<file path="src/rtl/spi_flash_cmd_pkg.sv">
package spi_flash_cmd_pkg;

  localparam logic [7:0] OPC_WREN  = 8'h06;
  localparam logic [7:0] OPC_RDSR1 = 8'h05;
  localparam logic [7:0] OPC_RDSR2 = 8'h35;
  localparam logic [7:0] OPC_WRSR  = 8'h01;
  localparam logic [7:0] OPC_RDID  = 8'h9F;
  localparam logic [7:0] OPC_PROG  = 8'h02;
  localparam logic [7:0] OPC_ER4K  = 8'h20;
  localparam logic [7:0] OPC_ER32K = 8'h52;
  localparam logic [7:0] OPC_ER64K = 8'hD8;
  localparam logic [7:0] OPC_ERALA = 8'hC7;
  localparam logic [7:0] OPC_ERALB = 8'h60;

  typedef enum logic [2:0] {
    CORE_PROG      = 3'd0,
    CORE_ERASE_4K  = 3'd1,
    CORE_ERASE_32K = 3'd2,
    CORE_ERASE_64K = 3'd3,
    CORE_ERASE_ALL = 3'd4
  } core_op_e;

  typedef enum logic [3:0] {
    PH_OPC, PH_WREN, PH_STAT, PH_ID, PH_WRSR,
    PH_ADDR, PH_PDATA, PH_ERDY, PH_IGN
  } phase_e;

endpackage

</file>
<file path="src/rtl/sfc_pin_sync.sv">
module sfc_pin_sync #(
  parameter int SYNC_STAGES = 2
) (
  input  logic clk,
  input  logic rst_n,
  input  logic spi_cs_n,
  input  logic spi_sclk,
  input  logic spi_mosi,
  output logic cs_s,
  output logic cs_rise,
  output logic sclk_rise,
  output logic sclk_fall,
  output logic mosi_s
);

  logic [SYNC_STAGES-1:0] cs_pipe, sclk_pipe, mosi_pipe;
  logic cs_prev, sclk_prev;
  logic sclk_s;

  // Same depth on every pin keeps data aligned with its clock edge.
  always_ff @(posedge clk or negedge rst_n) begin
    if (!rst_n) begin
      cs_pipe   <= '1;
      sclk_pipe <= '0;
      mosi_pipe <= '0;
      cs_prev   <= 1'b1;
      sclk_prev <= 1'b0;
    end else begin
      cs_pipe   <= {cs_pipe[SYNC_STAGES-2:0], spi_cs_n};
      sclk_pipe <= {sclk_pipe[SYNC_STAGES-2:0], spi_sclk};
      mosi_pipe <= {mosi_pipe[SYNC_STAGES-2:0], spi_mosi};
      cs_prev   <= cs_s;
      sclk_prev <= sclk_s;
    end
  end

  assign cs_s      = cs_pipe[SYNC_STAGES-1];
  assign sclk_s    = sclk_pipe[SYNC_STAGES-1];
  assign mosi_s    = mosi_pipe[SYNC_STAGES-1];
  assign cs_rise   = cs_s & ~cs_prev;
  assign sclk_rise = sclk_s & ~sclk_prev;
  assign sclk_fall = ~sclk_s & sclk_prev;

endmodule

</file>
<file path="src/rtl/sfc_byte_io.sv">
module sfc_byte_io (
  input  logic       clk,
  input  logic       rst_n,
  input  logic       cs_s,
  input  logic       sclk_rise,
  input  logic       sclk_fall,
  input  logic       mosi_s,
  input  logic [7:0] tx_byte,
  output logic [7:0] rx_byte,
  output logic       rx_done,
  output logic       at_boundary,
  output logic       miso
);

  logic [2:0] bit_q, bit_d;
  logic [6:0] rxs_q, rxs_d;
  logic [7:0] rxb_q, rxb_d;
  logic       done_q, done_d;
  logic [7:0] txs_q, txs_d;

  always_comb begin
    bit_d  = bit_q;
    rxs_d  = rxs_q;
    rxb_d  = rxb_q;
    done_d = 1'b0;
    txs_d  = txs_q;
    if (cs_s) begin
      bit_d = '0;
      txs_d = '0;
    end else begin
      if (sclk_rise) begin
        rxs_d = {rxs_q[5:0], mosi_s};
        bit_d = bit_q + 3'd1;
        if (bit_q == 3'd7) begin
          rxb_d  = {rxs_q, mosi_s};
          done_d = 1'b1;
        end
      end
      if (sclk_fall) begin
        // A new response byte is loaded on the first falling edge of each byte.
        txs_d = (bit_q == 3'd0) ? tx_byte : {txs_q[6:0], 1'b0};
      end
    end
  end

  always_ff @(posedge clk or negedge rst_n) begin
    if (!rst_n) begin
      bit_q  <= '0;
      rxs_q  <= '0;
      rxb_q  <= '0;
      done_q <= 1'b0;
      txs_q  <= '0;
    end else begin
      bit_q  <= bit_d;
      rxs_q  <= rxs_d;
      rxb_q  <= rxb_d;
      done_q <= done_d;
      txs_q  <= txs_d;
    end
  end

  assign rx_byte     = rxb_q;
  assign rx_done     = done_q;
  assign at_boundary = (bit_q == 3'd0);
  assign miso        = txs_q[7] & ~cs_s;

endmodule

</file>
<file path="src/rtl/sfc_cmd_fsm.sv">
module sfc_cmd_fsm
  import spi_flash_cmd_pkg::*;
#(
  parameter int          ADDR_W  = 24,
  parameter logic [7:0]  MFR_ID  = 8'hA7,
  parameter logic [7:0]  TYPE_ID = 8'h40,
  parameter logic [7:0]  CAP_ID  = 8'h15
) (
  input  logic              clk,
  input  logic              rst_n,
  input  logic              cs_s,
  input  logic              cs_rise,
  input  logic              rx_done,
  input  logic [7:0]        rx_byte,
  input  logic              at_boundary,
  input  logic              core_busy,
  input  logic              core_ack,
  output logic [7:0]        tx_byte,
  output logic              core_req,
  output core_op_e          core_op,
  output logic [ADDR_W-1:0] core_addr,
  output logic              pgm_vld,
  output logic [7:0]        pgm_data,
  output logic              wel
);

  localparam int ADDR_BYTES = ADDR_W / 8;
  localparam int ACNT_W     = $clog2(ADDR_BYTES + 1);

  phase_e            phase_q, phase_d;
  core_op_e          op_q, op_d;
  logic [ADDR_W-1:0] addr_q, addr_d;
  logic [ACNT_W-1:0] acnt_q, acnt_d;
  logic [1:0]        dcnt_q, dcnt_d;
  logic              sel2_q, sel2_d;
  logic [1:0]        idx_q, idx_d;
  logic [5:0]        hi_q, hi_d, w1_q, w1_d;
  logic [7:0]        sr2_q, sr2_d, w2_q, w2_d;
  logic              wel_q, wel_d, req_q, req_d, pv_q, pv_d;
  logic [7:0]        tx_q, tx_d, pd_q, pd_d;
  logic              busy;
  logic [7:0]        sr1;
  logic              may_modify;

  assign busy       = core_busy | req_q;
  assign sr1        = {hi_q, wel_q, busy};
  assign may_modify = wel_q & ~busy;

  always_comb begin
    phase_d = phase_q; op_d = op_q; addr_d = addr_q; acnt_d = acnt_q;
    dcnt_d = dcnt_q; sel2_d = sel2_q; idx_d = idx_q; hi_d = hi_q;
    sr2_d = sr2_q; w1_d = w1_q; w2_d = w2_q; wel_d = wel_q;
    req_d = req_q; tx_d = tx_q; pv_d = 1'b0; pd_d = pd_q;
    if (req_q && core_ack) req_d = 1'b0;
    if (cs_s) begin
      phase_d = PH_OPC; acnt_d = '0; dcnt_d = '0; idx_d = '0; tx_d = '0;
      if (cs_rise && at_boundary) begin
        case (phase_q)
          PH_WREN: wel_d = 1'b1;
          PH_WRSR: if (dcnt_q != 2'd0) begin
            hi_d  = w1_q;
            if (dcnt_q == 2'd2) sr2_d = w2_q;
            wel_d = 1'b0;
          end
          PH_ERDY: begin req_d = 1'b1; wel_d = 1'b0; end
          PH_PDATA: if (dcnt_q != 2'd0) begin req_d = 1'b1; wel_d = 1'b0; end
          default: ;
        endcase
      end
    end else if (rx_done) begin
      case (phase_q)
        PH_OPC: begin
          phase_d = PH_IGN;
          if (rx_byte == OPC_RDSR1 || rx_byte == OPC_RDSR2) begin
            phase_d = PH_STAT;
            sel2_d  = (rx_byte == OPC_RDSR2);
            tx_d    = (rx_byte == OPC_RDSR2) ? sr2_q : sr1;
          end else if (!busy) begin
            if (rx_byte == OPC_WREN) phase_d = PH_WREN;
            else if (rx_byte == OPC_RDID) begin
              phase_d = PH_ID; tx_d = MFR_ID; idx_d = 2'd1;
            end else if (may_modify) begin
              if (rx_byte == OPC_WRSR) phase_d = PH_WRSR;
              else if (rx_byte == OPC_PROG)  begin phase_d = PH_ADDR; op_d = CORE_PROG;      end
              else if (rx_byte == OPC_ER4K)  begin phase_d = PH_ADDR; op_d = CORE_ERASE_4K;  end
              else if (rx_byte == OPC_ER32K) begin phase_d = PH_ADDR; op_d = CORE_ERASE_32K; end
              else if (rx_byte == OPC_ER64K) begin phase_d = PH_ADDR; op_d = CORE_ERASE_64K; end
              else if (rx_byte == OPC_ERALA || rx_byte == OPC_ERALB) begin
                phase_d = PH_ERDY; op_d = CORE_ERASE_ALL;
              end
            end
          end
        end
        PH_STAT: tx_d = sel2_q ? sr2_q : sr1;
        PH_ID: begin
          tx_d = (idx_q == 2'd1) ? TYPE_ID : (idx_q == 2'd2) ? CAP_ID : 8'h00;
          if (idx_q != 2'd3) idx_d = idx_q + 2'd1;
        end
        PH_WRSR: begin
          if (dcnt_q == 2'd0)      begin w1_d = rx_byte[7:2]; dcnt_d = 2'd1; end
          else if (dcnt_q == 2'd1) begin w2_d = rx_byte;      dcnt_d = 2'd2; end
          else phase_d = PH_IGN;
        end
        PH_ADDR: begin
          addr_d = {addr_q[ADDR_W-9:0], rx_byte};
          acnt_d = acnt_q + 1'b1;
          if (acnt_q == ACNT_W'(ADDR_BYTES - 1))
            phase_d = (op_q == CORE_PROG) ? PH_PDATA : PH_ERDY;
        end
        PH_PDATA: begin pv_d = 1'b1; pd_d = rx_byte; dcnt_d = 2'd1; end
        PH_WREN, PH_ERDY: phase_d = PH_IGN;
        default: ;
      endcase
    end
  end

  always_ff @(posedge clk or negedge rst_n) begin
    if (!rst_n) begin
      phase_q <= PH_OPC; op_q <= CORE_PROG; addr_q <= '0; acnt_q <= '0;
      dcnt_q <= '0; sel2_q <= 1'b0; idx_q <= '0; hi_q <= '0; sr2_q <= '0;
      w1_q <= '0; w2_q <= '0; wel_q <= 1'b0; req_q <= 1'b0; tx_q <= '0;
      pv_q <= 1'b0; pd_q <= '0;
    end else begin
      phase_q <= phase_d; op_q <= op_d; addr_q <= addr_d; acnt_q <= acnt_d;
      dcnt_q <= dcnt_d; sel2_q <= sel2_d; idx_q <= idx_d; hi_q <= hi_d; sr2_q <= sr2_d;
      w1_q <= w1_d; w2_q <= w2_d; wel_q <= wel_d; req_q <= req_d; tx_q <= tx_d;
      pv_q <= pv_d; pd_q <= pd_d;
    end
  end

  assign tx_byte   = tx_q;
  assign core_req  = req_q;
  assign core_op   = op_q;
  assign core_addr = addr_q;
  assign pgm_vld   = pv_q;
  assign pgm_data  = pd_q;
  assign wel       = wel_q;

endmodule

</file>
<file path="src/rtl/spi_flash_cmd.sv">
module spi_flash_cmd
  import spi_flash_cmd_pkg::*;
#(
  parameter int         ADDR_W      = 24,
  parameter int         SYNC_STAGES = 2,
  parameter logic [7:0] MFR_ID      = 8'hA7,
  parameter logic [7:0] TYPE_ID     = 8'h40,
  parameter logic [7:0] CAP_ID      = 8'h15
) (
  input  logic              clk,
  input  logic              rst_n,
  input  logic              spi_cs_n,
  input  logic              spi_sclk,
  input  logic              spi_mosi,
  output logic              spi_miso,
  output logic              core_req,
  output logic [2:0]        core_op,
  output logic [ADDR_W-1:0] core_addr,
  input  logic              core_ack,
  input  logic              core_busy,
  output logic              pgm_vld,
  output logic [7:0]        pgm_data
);

  logic       cs_s_w, cs_rise_w, sclk_rise_w, sclk_fall_w, mosi_s_w;
  logic [7:0] rx_byte_w, tx_byte_w;
  logic       rx_done_w, at_bnd_w, wel_w;
  core_op_e   op_w;

  sfc_pin_sync #(.SYNC_STAGES(SYNC_STAGES)) u_sync (
    .clk(clk), .rst_n(rst_n), .spi_cs_n(spi_cs_n), .spi_sclk(spi_sclk),
    .spi_mosi(spi_mosi), .cs_s(cs_s_w), .cs_rise(cs_rise_w),
    .sclk_rise(sclk_rise_w), .sclk_fall(sclk_fall_w), .mosi_s(mosi_s_w)
  );

  sfc_byte_io u_io (
    .clk(clk), .rst_n(rst_n), .cs_s(cs_s_w), .sclk_rise(sclk_rise_w),
    .sclk_fall(sclk_fall_w), .mosi_s(mosi_s_w), .tx_byte(tx_byte_w),
    .rx_byte(rx_byte_w), .rx_done(rx_done_w), .at_boundary(at_bnd_w),
    .miso(spi_miso)
  );

  sfc_cmd_fsm #(
    .ADDR_W(ADDR_W), .MFR_ID(MFR_ID), .TYPE_ID(TYPE_ID), .CAP_ID(CAP_ID)
  ) u_fsm (
    .clk(clk), .rst_n(rst_n), .cs_s(cs_s_w), .cs_rise(cs_rise_w),
    .rx_done(rx_done_w), .rx_byte(rx_byte_w), .at_boundary(at_bnd_w),
    .core_busy(core_busy), .core_ack(core_ack), .tx_byte(tx_byte_w),
    .core_req(core_req), .core_op(op_w), .core_addr(core_addr),
    .pgm_vld(pgm_vld), .pgm_data(pgm_data), .wel(wel_w)
  );

  assign core_op = op_w;

endmodule

</file>
<file path="config.mk">
export PLATFORM = sky130hd
export DESIGN_NAME = spi_flash_cmd
export DESIGN_NICKNAME = d
export VERILOG_FILES = /design/src/rtl/spi_flash_cmd_pkg.sv /design/src/rtl/sfc_pin_sync.sv /design/src/rtl/sfc_byte_io.sv /design/src/rtl/sfc_cmd_fsm.sv /design/src/rtl/spi_flash_cmd.sv
export SDC_FILE = /design/constraint.sdc
export NUM_CORES = 1
export LEC_CHECK = 0
export BUFFER_PORTS_ARGS = -buffer_cell sky130_fd_sc_hd__clkbuf_2
export CAP_MARGIN = 10
export CELL_PAD_IN_SITES_DETAIL_PLACEMENT = 1
export CELL_PAD_IN_SITES_GLOBAL_PLACEMENT = 2
export CORE_MARGIN = 1.5
export CORE_UTILIZATION = 44
export DETAILED_ROUTE_END_ITERATION = 8
export GPL_TIMING_DRIVEN = 0
export MAX_ROUTING_LAYER = met4
export PLACE_DENSITY = 0.82
export SETUP_SLACK_MARGIN = 0.5
export SYNTH_ARGS = -nofsm -noshare
export SYNTH_HDL_FRONTEND = slang
export SYNTH_SLANG_ARGS = --single-unit
</file>
<file path="constraint.sdc">
create_clock -name clk -period 5.3 [get_ports clk]
set_clock_uncertainty 0.15 [all_clocks]
set_input_delay 1.06 -clock clk [delete_from_list [all_inputs] [get_ports clk]]
set_output_delay 1.06 -clock clk [all_outputs]
set_load 0.01 [all_outputs]
</file>
==> flow_metrics.py <==
metrics = {
    "routing": {
        "ant_nets": 0,
        "wl_um": 14000,
        "drc": 0,
        "viasPerCell": 5.525,
        "initialDrtViolationCount": 241,
        "first_pass_iters": 4,
        "wire_per_inst_um": 19.50,
        "vias": 3967,
    },
    "floorplan": {
        "core_mm2": 0.01262,
        "die_w_um": 116.7,
        "initial_utilization_pct": 45.11,
        "num_rows": 41,
        "ios": 45,
        "die_h_um": 116.7,
        "die_area_mm2": 0.01363,
    },
    "logic_synthesis": {
        "yosys-top-cells-area": "dfrtp_1, mux2_2, mux2i_1, mux2_4, o21ai_0",
        "ys_seq_area_share_pct": 52.81,
        "synth_top_area_share_pct": 51.43,
        "synth_top_area_cell": "dfrtp_1",
        "synth_edf_count": 0,
        "syn_area_mm2": 0.005693,
        "async_reset_ff_share_pct": 100.0,
        "syn_area_per_cell_um2": 12.14,
        "synthCells": 469,
        "ys_ff_latch": 120,
        "ys_types": 69,
        "syn-num-nets": 483,
        "synthFlopType": "dfrtp_1",
        "yosysWarnings": 0,
    },
    "worst_setup_path": {
        "worstPathArrival_ns": 1.94,
        "cp_max_fo": 10,
        "cp.required_ns": 4.09,
        "reg2reg_depth": 5,
        "rr_startpoint": "u_sync.cs_pipe[1]",
        "r2r_end": "u_fsm.core_addr[16]",
        "end_kind": "output port",
        "reg2reg_setup_slack_ns": 2.49,
        "critPathKind": "flip-flop to output port",
        "crit_path_start_kind": "flip-flop",
    },
    "run": {
        "drv_cap": 0,
    },
    "global_routing": {
        "grtUsageTotal_pct": 23.67,
        "grt_max_degree": 82,
        "grt.overflow.total": 0,
        "antenna_found_initial": 0,
        "grt_pass1_wl_um": 22860,
        "first_global_vias": 4184,
    },
    "placed_design": {
        "hpwl_um": 9791,
        "globalplace.congestion": 0.8274,
        "dpl_worst_slack_ns": 2.460,
        "place_area_mm2": 0.006165,
        "dp_cells": 686,
        "portBuffers": 44,
    },
    "timing": {
        "hold_violations": 0,
        "fin_ws_ns": 2.151,
        "rsz0062_at_grt": "no",
        "min_period_over_period_pct": 59.41,
        "max_slew_margin_pct": 45.23,
        "final-max-slew-violation-count": 0,
        "max_slew.worst_pin.slew_ns": 0.8185,
        "setup_tns_ns": 0,
        "setup_viol": 0,
        "fmax_mhz": 317.6,
        "fin_crit_ns": 3.149,
        "worst_hold_slack_ns": 0.2020,
    },
    "clock_tree": {
        "cts.sinks": 120,
        "cts_max_path_buffers": 2,
        "ctsHoldBuffers": 0,
        "post_cts_buffers": 0,
        "cts.reportedPaths.clkPinSlew_ns": 0.05,
        "cts_root_buffer": "clkbuf_16",
        "cts_tree": "built",
        "cts_resized": 0,
        "cts_made_buffers": 17,
        "clock_latency_ns": 0.42,
        "cts_max_level": 4,
    },
    "cells_and_area": {
        "final_area_mm2": 0.006738,
        "drive_above_1_share_pct": 34.62,
        "nets": 547,
        "layout.cells.most_common": "dfrtp_1",
        "syn_to_final_growth_pct": 18.35,
        "mostFrequentLayoutCells": "dfrtp_1, mux2_2, clkbuf_2",
        "diodes": 0,
        "stdcell_count": 718,
        "post-route-util_pct": 53.39,
    },
    "min_path": {
        "min_from": "u_sync.sclk_pipe[0]",
        "hold_path.class": "flip-flop to flip-flop",
        "hold_depth": 0,
        "holdPathEnd": "u_sync.sclk_pipe[1]",
    },
    "power_and_ir_drop": {
        "leakage_nw": 3.215,
        "power.density_mw_per_mm2": 321.3,
        "peakVddDrop_mv": 0.2362,
        "power_mw": 2.165,
    },
    "run_status": {
        "status": "finished clean",
    },
}
## metal layers
metal / vias to the layer above / routed length, µm / global-route usage [%]
met5: - / 0 / -
met3: 22 / 649 / 5.968
met4: 0 / 218 / 7.229
met2: 97 / 6851 / 38.01
met1: 2004 / 6284 / 29.64
li1: 1844 / - / -
## worst max-delay path: stages, from the launching register on
cell and delay, ns:
dfstp_2 0.53, buf_2 0.23, buf_1 0.52, nor2b_1 0.09
clkbuf_2 0.15
## flip-flops by register name, summed over array words and instances, names as in the netlist, 2 cells and up
name,count
u_fsm.core_addr,24
u_fsm.acnt_q,2
u_io.rx_byte,8
u_fsm.sr2_q,8
u_fsm.tx_byte,8
u_fsm.hi_q,6
u_io.txs_q,8
u_fsm.w1_q,6
u_fsm.idx_q,2
u_sync.cs_pipe,2
u_sync.sclk_pipe,2
u_fsm.w2_q,8
u_io.bit_q,3
u_fsm.core_op,3
u_sync.mosi_pipe,2
u_fsm.phase_q,4
u_fsm.dcnt_q,2
u_io.rxs_q,7
u_fsm.pgm_data,8
## power by group
| part | total, mW | switching [mW] | internal [mW] |
|---|---|---|---|
| clock network | 1.11 | 0.434 | 0.672 |
| logic | 0.0887 | 0.0490 | 0.0398 |
| registers | 0.970 | 0.0203 | 0.950 |
| total | 2.16 | 0.503 | 1.66 |
## cells in the mapped netlist (3+ instances only)
| library cell | instances |
|---|---|
| a211oi_1 | 7 |
| a21oi_1 | 15 |
| a31oi_1 | 3 |
| a32o_1 | 3 |
| and2_1 | 4 |
| and3_1 | 5 |
| buf_1 | 4 |
| buf_2 | 9 |
| clkbuf_1 | 15 |
| dfrtp_1 | 117 |
| dfstp_2 | 3 |
| ha_1 | 7 |
| inv_1 | 10 |
| mux2_2 | 76 |
| mux2_4 | 9 |
| mux2i_1 | 17 |
| nand2_1 | 21 |
| nand2b_1 | 6 |
| nand3_1 | 11 |
| nand3b_1 | 3 |
| nand4_1 | 3 |
| nor2_1 | 23 |
| nor2b_1 | 5 |
| nor3_1 | 6 |
| nor3b_1 | 3 |
| nor4_1 | 4 |
| nor4b_1 | 3 |
| o21ai_0 | 19 |
| o311ai_0 | 3 |
| xnor2_1 | 5 |
## layout make-up
cell class / instances / area [µm²]
sequential: 120 / 3007
inverter: 11 / 41.29
clock buffer: 19 / 452.9
fill: 1351 / 5882
tap: 172 / 215.2
clock inverter: 13 / 120.1
timing repair buffer: 45 / 256.5
multi-input combinational: 307 / 2499
buffer: 31 / 146.4
## worst max-delay path by stage
stage	slack (ns)	start	to	depth (start not counted)
after floorplan	2.76	core_busy	u_fsm.core_op[1]	5
after global placement	1.21	rst_n	u_io.rxs_q[2]	1
after detailed placement	2.46	u_sync.cs_pipe[1]	u_fsm.core_addr[16]	5
after CTS	2.09	u_sync.cs_pipe[1]	spi_miso	4
after global routing	2.00	u_sync.cs_pipe[1]	spi_miso	4
final	2.15	u_sync.cs_pipe[1]	spi_miso	4
## cells by family (layout without fill, tap and decap cells)
logic type | count (synthesis) | in the layout | share of synthesized area [%]
flip-flops | 120 | 120 | 52.81
AND/OR/NAND/NOR | 119 | 119 | 12.64
multiplexers | 102 | 102 | 20.40
AO/OA/AOI/OAI | 74 | 74 | 8.550
buffers and inverters | 42 | 119 | 3.297
adder cells (fa/ha/maj) | 7 | 7 | 1.538
XOR/XNOR | 5 | 5 | 0.7692
(Power assumes the default switching activity.)
